### config.mk
export PLATFORM = sky130hd
export DESIGN_NAME = irq_status_reg
export DESIGN_NICKNAME = d
export VERILOG_FILES = /design/src/rtl/irq_status_pkg.sv /design/src/rtl/irq_halt_flag.sv /design/src/rtl/irq_serial_merge.sv /design/src/rtl/irq_word_build.sv /design/src/rtl/irq_status_reg.sv
export SDC_FILE = /design/constraint.sdc
export NUM_CORES = 1
export LEC_CHECK = 0
export BUFFER_PORTS_ARGS = -buffer_cell sky130_fd_sc_hd__buf_4
export CAP_MARGIN = 5
export CELL_PAD_IN_SITES_DETAIL_PLACEMENT = 0
export CELL_PAD_IN_SITES_GLOBAL_PLACEMENT = 1
export CORE_MARGIN = 8
export CORE_UTILIZATION = 19
export DETAILED_ROUTE_END_ITERATION = 16
export MAX_ROUTING_LAYER = met4
export PLACE_DENSITY = 0.88
export SLEW_MARGIN = 10
export SYNTH_ARGS = -nofsm -noshare
export SYNTH_HDL_FRONTEND = slang
export SYNTH_SLANG_ARGS = --single-unit
### constraint.sdc
create_clock -name clk -period 1.6 [get_ports clk]
set_clock_uncertainty 0.1 [all_clocks]
set_input_delay 0.24 -clock clk [delete_from_list [all_inputs] [get_ports clk]]
set_output_delay 0.24 -clock clk [all_outputs]
set_load 0.005 [all_outputs]
### src/rtl/irq_status_pkg.sv
package irq_status_pkg;
   localparam int unsigned WORD_W    = 16;
   localparam int unsigned TMR_CNT   = 3;
   localparam int unsigned EXT_CNT   = 7;
   localparam int unsigned DMA_CNT   = 2;
   localparam int unsigned SER_PORTS = 2;
   localparam int unsigned SER_SRCS  = 7;

   // bit positions decoded by the interrupt controller
   localparam int unsigned POS_HALT  = 15;
   localparam int unsigned POS_SER0  = 10;
   localparam int unsigned POS_SER1  = 9;
   localparam int unsigned POS_EXT_LO = 4;
   localparam int unsigned POS_DMA1  = 3;
   localparam int unsigned POS_DMA0  = 2;
   localparam int unsigned POS_TMR   = 0;

   typedef enum logic {
      LAYOUT_MASTER = 1'b0,
      LAYOUT_SLAVE  = 1'b1
   } layout_e;
endpackage

### src/rtl/irq_halt_flag.sv
module irq_halt_flag (
   input  logic clk,
   input  logic rst_n,
   input  logic set_evt,
   input  logic clr_evt,
   input  logic sw_wr,
   input  logic sw_val,
   output logic flag_q
);
   always_ff @(posedge clk) begin
      if (!rst_n)       flag_q <= 1'b0;
      else if (set_evt) flag_q <= 1'b1;
      else if (clr_evt) flag_q <= 1'b0;
      else if (sw_wr)   flag_q <= sw_val;
   end

   AST_NMI_SETS_HALT: assert property (@(posedge clk) disable iff (!rst_n)
      set_evt |=> flag_q);
   AST_IRET_CLEARS_HALT: assert property (@(posedge clk) disable iff (!rst_n)
      (clr_evt && !set_evt) |=> !flag_q);
   AST_HALT_HOLDS: assert property (@(posedge clk) disable iff (!rst_n)
      (!set_evt && !clr_evt && !sw_wr) |=> $stable(flag_q));
endmodule

### src/rtl/irq_serial_merge.sv
module irq_serial_merge #(
   parameter int unsigned PORTS = 2,
   parameter int unsigned SRCS  = 7,
   localparam int unsigned SRC_W = PORTS * SRCS
) (
   input  logic [SRC_W-1:0] src,
   input  logic [PORTS-1:0] en,
   output logic [PORTS-1:0] req
);
   if (PORTS < 1 || SRCS < 1) begin : g_bad_cfg
      $error("irq_serial_merge: PORTS and SRCS must be at least 1");
   end

   for (genvar p = 0; p < PORTS; p++) begin : g_port
      assign req[p] = en[p] & (|src[p*SRCS +: SRCS]);
   end
endmodule

### src/rtl/irq_word_build.sv
module irq_word_build
   import irq_status_pkg::*;
#(
   parameter int unsigned W    = WORD_W,
   parameter int unsigned NTMR = TMR_CNT,
   parameter int unsigned NEXT = EXT_CNT,
   parameter int unsigned NDMA = DMA_CNT,
   parameter int unsigned NSER = SER_PORTS
) (
   input  layout_e          layout,
   input  logic [NTMR-1:0]  tmr,
   input  logic [NEXT-1:0]  ext,
   input  logic [NDMA-1:0]  dma,
   input  logic [NSER-1:0]  ser,
   input  logic             halt,
   output logic [W-1:0]     word
);
   always_comb begin
      word = '0;
      if (layout == LAYOUT_SLAVE) begin
         word[POS_HALT]            = halt;
         word[POS_TMR +: NTMR]     = tmr;
      end else begin
         word[POS_TMR]             = |tmr;
         word[POS_DMA0]            = dma[0] | ext[5];
         word[POS_DMA1]            = dma[1] | ext[6];
         word[POS_EXT_LO +: 5]     = ext[4:0];
         word[POS_SER1]            = ser[1];
         word[POS_SER0]            = ser[0];
      end
   end
endmodule

### src/rtl/irq_status_reg.sv
module irq_status_reg
   import irq_status_pkg::*;
#(
   parameter int unsigned DATA_W   = WORD_W,
   parameter int unsigned NUM_TMR  = TMR_CNT,
   parameter int unsigned NUM_EXT  = EXT_CNT,
   parameter int unsigned NUM_DMA  = DMA_CNT,
   parameter int unsigned NUM_SER  = SER_PORTS,
   parameter int unsigned SER_SRC  = SER_SRCS,
   parameter bit          REG_READ = 1'b1,
   localparam int unsigned SER_W   = NUM_SER * SER_SRC
) (
   input  logic              clk,
   input  logic              rst_n,
   input  logic              mode_slave,
   input  logic [NUM_TMR-1:0] tmr_req,
   input  logic [NUM_EXT-1:0] ext_req,
   input  logic [NUM_DMA-1:0] dma_req,
   input  logic [SER_W-1:0]  ser_src,
   input  logic [NUM_SER-1:0] ser_en,
   input  logic              nmi_evt,
   input  logic              iret_evt,
   input  logic              wr_en,
   input  logic [DATA_W-1:0] wr_data,
   output logic [DATA_W-1:0] rd_data,
   output logic              dma_halt
);
   if (DATA_W != 16)  begin : g_bad_w   $error("irq_status_reg: DATA_W must be 16");  end
   if (NUM_TMR != 3)  begin : g_bad_tmr $error("irq_status_reg: NUM_TMR must be 3");  end
   if (NUM_EXT != 7)  begin : g_bad_ext $error("irq_status_reg: NUM_EXT must be 7");  end
   if (NUM_DMA != 2)  begin : g_bad_dma $error("irq_status_reg: NUM_DMA must be 2");  end
   if (NUM_SER != 2)  begin : g_bad_ser $error("irq_status_reg: NUM_SER must be 2");  end

   layout_e            layout;
   logic [NUM_SER-1:0] ser_req;
   logic               halt_q;
   logic [DATA_W-1:0]  word_nxt;
   logic               unused_wr_low;

   assign layout        = mode_slave ? LAYOUT_SLAVE : LAYOUT_MASTER;
   assign unused_wr_low = ^wr_data[DATA_W-2:0];

   irq_serial_merge #(.PORTS(NUM_SER), .SRCS(SER_SRC)) u_ser (
      .src (ser_src),
      .en  (ser_en),
      .req (ser_req)
   );

   irq_halt_flag u_halt (
      .clk     (clk),
      .rst_n   (rst_n),
      .set_evt (nmi_evt),
      .clr_evt (iret_evt),
      .sw_wr   (wr_en && layout == LAYOUT_SLAVE),
      .sw_val  (wr_data[POS_HALT]),
      .flag_q  (halt_q)
   );

   irq_word_build #(
      .W(DATA_W), .NTMR(NUM_TMR), .NEXT(NUM_EXT), .NDMA(NUM_DMA), .NSER(NUM_SER)
   ) u_build (
      .layout (layout),
      .tmr    (tmr_req),
      .ext    (ext_req),
      .dma    (dma_req),
      .ser    (ser_req),
      .halt   (halt_q),
      .word   (word_nxt)
   );

   assign dma_halt = halt_q;

   if (REG_READ) begin : g_reg_read
      always_ff @(posedge clk) begin
         if (!rst_n) rd_data <= '0;
         else        rd_data <= word_nxt;
      end

      AST_MASTER_RESERVED_ZERO: assert property (@(posedge clk) disable iff (!rst_n)
         !mode_slave |=> (rd_data[15:11] == 5'd0 && !rd_data[1]));
      AST_SLAVE_RESERVED_ZERO: assert property (@(posedge clk) disable iff (!rst_n)
         mode_slave |=> (rd_data[14:3] == 12'd0));
      AST_SLAVE_TMR_FOLLOW: assert property (@(posedge clk) disable iff (!rst_n)
         mode_slave |=> (rd_data[2:0] == $past(tmr_req)));
   end else begin : g_comb_read
      assign rd_data = word_nxt;
   end
endmodule

# After elaboration in Yosys (flattened, before gate mapping)
# Cells that the tools add are included.
# Widths: inputs -> output; s select.
dict set report classes {
  bitwise 5
  muxes 6
  n_reduce_logical 7
}
# cell n
set op_table {}
lappend op_table {{$reduce_or 7->1} 2}
lappend op_table {{$mux 1} 6}
lappend op_table {{$reduce_bool 3->1} 1}
lappend op_table {{$reduce_or 3->1} 1}
lappend op_table {{$and 1x1->1} 2}
lappend op_table {{$or 1x1->1} 2}
lappend op_table {{$reduce_and 2->1} 1}
lappend op_table {{$reduce_or 2->1} 1}
lappend op_table {{$logic_and 1x1->1} 1}
lappend op_table {{$not 1->1} 1}
dict set report totals {
  elab_cells 23
  output_inout_bits 17
  inputBits 50
  ff_bits 17
}

# Longest topological paths before layout
dict set report logic_depth {
  depth_word 5
  depth_mapped 3
  depth_no_buf 3
}

# Modules after synthesis
# Synthesis repeated with hierarchy kept, for this count alone.
dict set report hier_totals {
  hier_cells 67
  hier_area_um2 679.4
}
# module cells_each seq_area_each_um2 n_inst area_each_um2
set by_module_without_submodules {}
lappend by_module_without_submodules {irq_status_reg 34 320.3 1 452.9}
lappend by_module_without_submodules {irq_word_build 22 0.0 1 131.4}
lappend by_module_without_submodules {irq_serial_merge 6 0.0 1 50.0}
lappend by_module_without_submodules {irq_halt_flag 5 20.0 1 45.0}

# Worst setup path after synthesis
# OpenSTA, ideal clock, no wires.
dict set report synth_timing {
  path_kind {reg-to-reg}
  from {reg, netlist name u_halt.flag_q}
  to {reg u_halt.flag_q}
  n_path_buf 0
  period_less_slack_ns 0.942
  path_stages_with_launch 3
  setup_ns 0.120
  setup_slack_ns 0.658
  required_ns 1.380
  arrival_ns 0.722
  path_cell_list {dfxtp_1 > and3b_1 > o31a_1}
}
# element line
set synth_rtl {}
lappend synth_rtl {{to (signal assigned)} irq_halt_flag.sv:14} ;# else if (sw_wr) flag_q <= sw_val;
lappend synth_rtl {{to (decl)} irq_halt_flag.sv:8} ;# output logic flag_q

# Final worst setup path
dict set report layout_timing {
  from {reg u_halt.flag_q}
  to {out dma_halt}
}
# element line
set layout_rtl {}
lappend layout_rtl {{to (decl)} irq_status_reg.sv:26} ;# output logic dma_halt
# No word-level cell between the ends.

==> summary.md <==
| Metric | Value |
|---|---|
| CP delay by family, top | flip-flops |
| Layout cells sized above 1 | 0.621 |
| CP endpoint kind | primary output |
| Design Area, Final | 867 um2 |
| Final Max Tran Viols | 0 |
| Clk_lat worst skew | 0.27 ns |
| Post_cts resized | 0 |
| Die Area | 4260 um2 |
| Hold Path Class | in2reg |
| Syn avg cell area | 10.5 um2 |
| Area Growth Syn to Fin | 87.8% |
| Grt total ovfl | 0 |
| DRT iter0 DRCs | 4 |
| Pre-CTS setup slack | about 0.54 ns |
| Total chip power | between 0.6 and 0.7 mW |
| Vias in the first global route | approximately 520 |
| Hold-fix buffers, CTS | 0 |
| GP Congestion | ~0.73 |
| Fin cells | 125 |
| Critical path required time | between 1 and 1.5 ns |
| Max clock buf depth | 2 |
| Worst path bufs/invs | 1 |
| Clock sink count | 13 |
| CTS Buf Count | 3 |
| Max_cap viols | 0 |
| Vias | between 400 and 500 |
| Final hold violations | 0 |
| Port Buffer Count | 47 |
| WL/cell | 12.3 um |
| DR vias/cell | 3.90 |
| Die Y | 65.3 um |
| Drt drc | 0 |
| Register area share after synthesis | 0.564 |
| RSZ-0062 raised after global routing | false |
| CTS root buffer | clkbuf_4 |
| Global-route wire length before repair | 2360 um |
| Slowest stage cell, crit path | dfxtp_1 |
| Final WL | 1540 um |
| Htree depth | 1 |
| Pre-antenna DRT Iters | 4 |
| Register bit total from synthesis | 13 |
| TritonCTS clock tree | yes |
| Reg clk slew, reported paths | 0.09 ns |
| Antenna viol nets, final | 0 |
| Initial antenna violation count | 0 |
| Achievable Freq | 931 MHz |
| Largest net degree at the start of global routing | 9 |
| Period utilization | 0.671 |
| Synth Instances | between 40 and 50 |
| Leak | 0.440 nW |
| Number of core rows | 18 |
| Sum of negative setup slack | 0 ns |
| GRT Util Overall | 0.0738 |
| Number of setup buffers added after CTS | 0 |
| CP peak stage delay | 0.35 ns |
| CP Class | reg2out |
| Antenna diodes | 0 |
| Worst-path cell chain | buf_4 |
| Final #Nets | 146 |
| # IOs | 67 |
| Setup WS post-layout | 0.526 ns |
| Worst vdd ir | 297 uV |
| Cell count after placement | roughly 120 |
| Post-Synthesis Cell Area | ~460 um2 |
| Final Setup Violations | 0 |
| Worst Path Max Fanout | 3 |
| Die width | around 65 um |
| Status | finished, final reports clean |
| Worst hold slack | 0.0673 ns |
| Initial Util | 0.193 |
| Yosys Warn Count | 0 |
| PD cells | 771 nW/um2 |
| Cell variety after synth | 17 |
| Arr. time, crit path | 0.73 ns |
| Final Core Density | 0.363 |
| Crit start category | flop |
| Placed Area | approximately 840 um2 |
| Placeable core area | 2390 um2 |
| # fillers | 266 |
| Crit path time final | 1.07 ns |
## registers in the layout, indices dropped and copies added, names as in the netlist
signal	cells
rd_data	12
u_halt.flag_q	1
## cell usage after synthesis
library cell  number  area share
nor2_1             2       0.016
conb_1             1      0.0081
o21a_1             2       0.033
o31a_1             1       0.019
and3_2             2       0.033
nor3b_1            1       0.016
o311a_2            1       0.024
nor3_1             2       0.022
and2_2             5       0.081
and3b_1            1       0.019
nand2_1            3       0.024
nand2b_1           1       0.014
a21oi_1            2       0.022
buf_4              4       0.065
nor4_1             2       0.027
dfxtp_1           13        0.56
nor2b_1            1       0.014
## where the power goes
group	switching [mW]	internal (mW)	total, mW
registers	0.00421	0.339	0.343
logic	0.0351	0.0858	0.121
clock network	0.108	0.0964	0.205
total	0.147	0.521	0.668
## cells in the final DEF, fill, tap and decap left out
master,n
o31a_1,1
dfxtp_1,13
nor2_1,2
nor4_1,2
nor2b_1,1
conb_1,4
a21oi_1,2
nand2b_1,1
nand2_1,3
o311a_2,1
and2_2,5
clkbuf_1,1
o21a_1,2
clkbuf_4,3
nor3_1,2
buf_4,48
and3_2,2
and3b_1,1
nor3b_1,1
## per-layer routing
layer	up-vias	share of wire	GRT usage
met2	27	0.52	0.124
met4	0	0.0052	0.0409
met3	2	0.12	0.0374
met1	214	0.35	0.0663
met5	-	0	-
li1	244	-	-
## area by class of cell
class / count / area (um2) / area share
Sequential cell: 13 / 260 / 0.300
Clock buffer: 4 / 26.3 / 0.0303
Multi-Input combinational cell: 30 / 183 / 0.211
Tap cell: 30 / 37.5 / 0.0433
Timing Repair Buffer: 48 / 360 / 0.416
## cells by family (layout without fill, tap and decap cells)
family	count (synthesis)	after routing	share of synthesized area
AOI/OAI and AO/OA	6	6	0.0976
buffers and inverters	4	52	0.0650
DFF	13	13	0.564
other	1	4	0.00812
and+or+nand+nor	20	20	0.266
## worst paths after layout
path,from,end,slack [ns],cells past startpoint
min reg2reg,u_halt.flag_q$_SDFFE_PN0P_,rd_data[15]$_SDFF_PN0_,0.43,1
max,u_halt.flag_q$_SDFFE_PN0P_,dma_halt,0.53,1
max reg2reg,u_halt.flag_q$_SDFFE_PN0P_,u_halt.flag_q$_SDFFE_PN0P_,0.64,2
min,dma_req[1],rd_data[3]$_SDFF_PP0_,0.07,2
(Power assumes the default switching activity.)
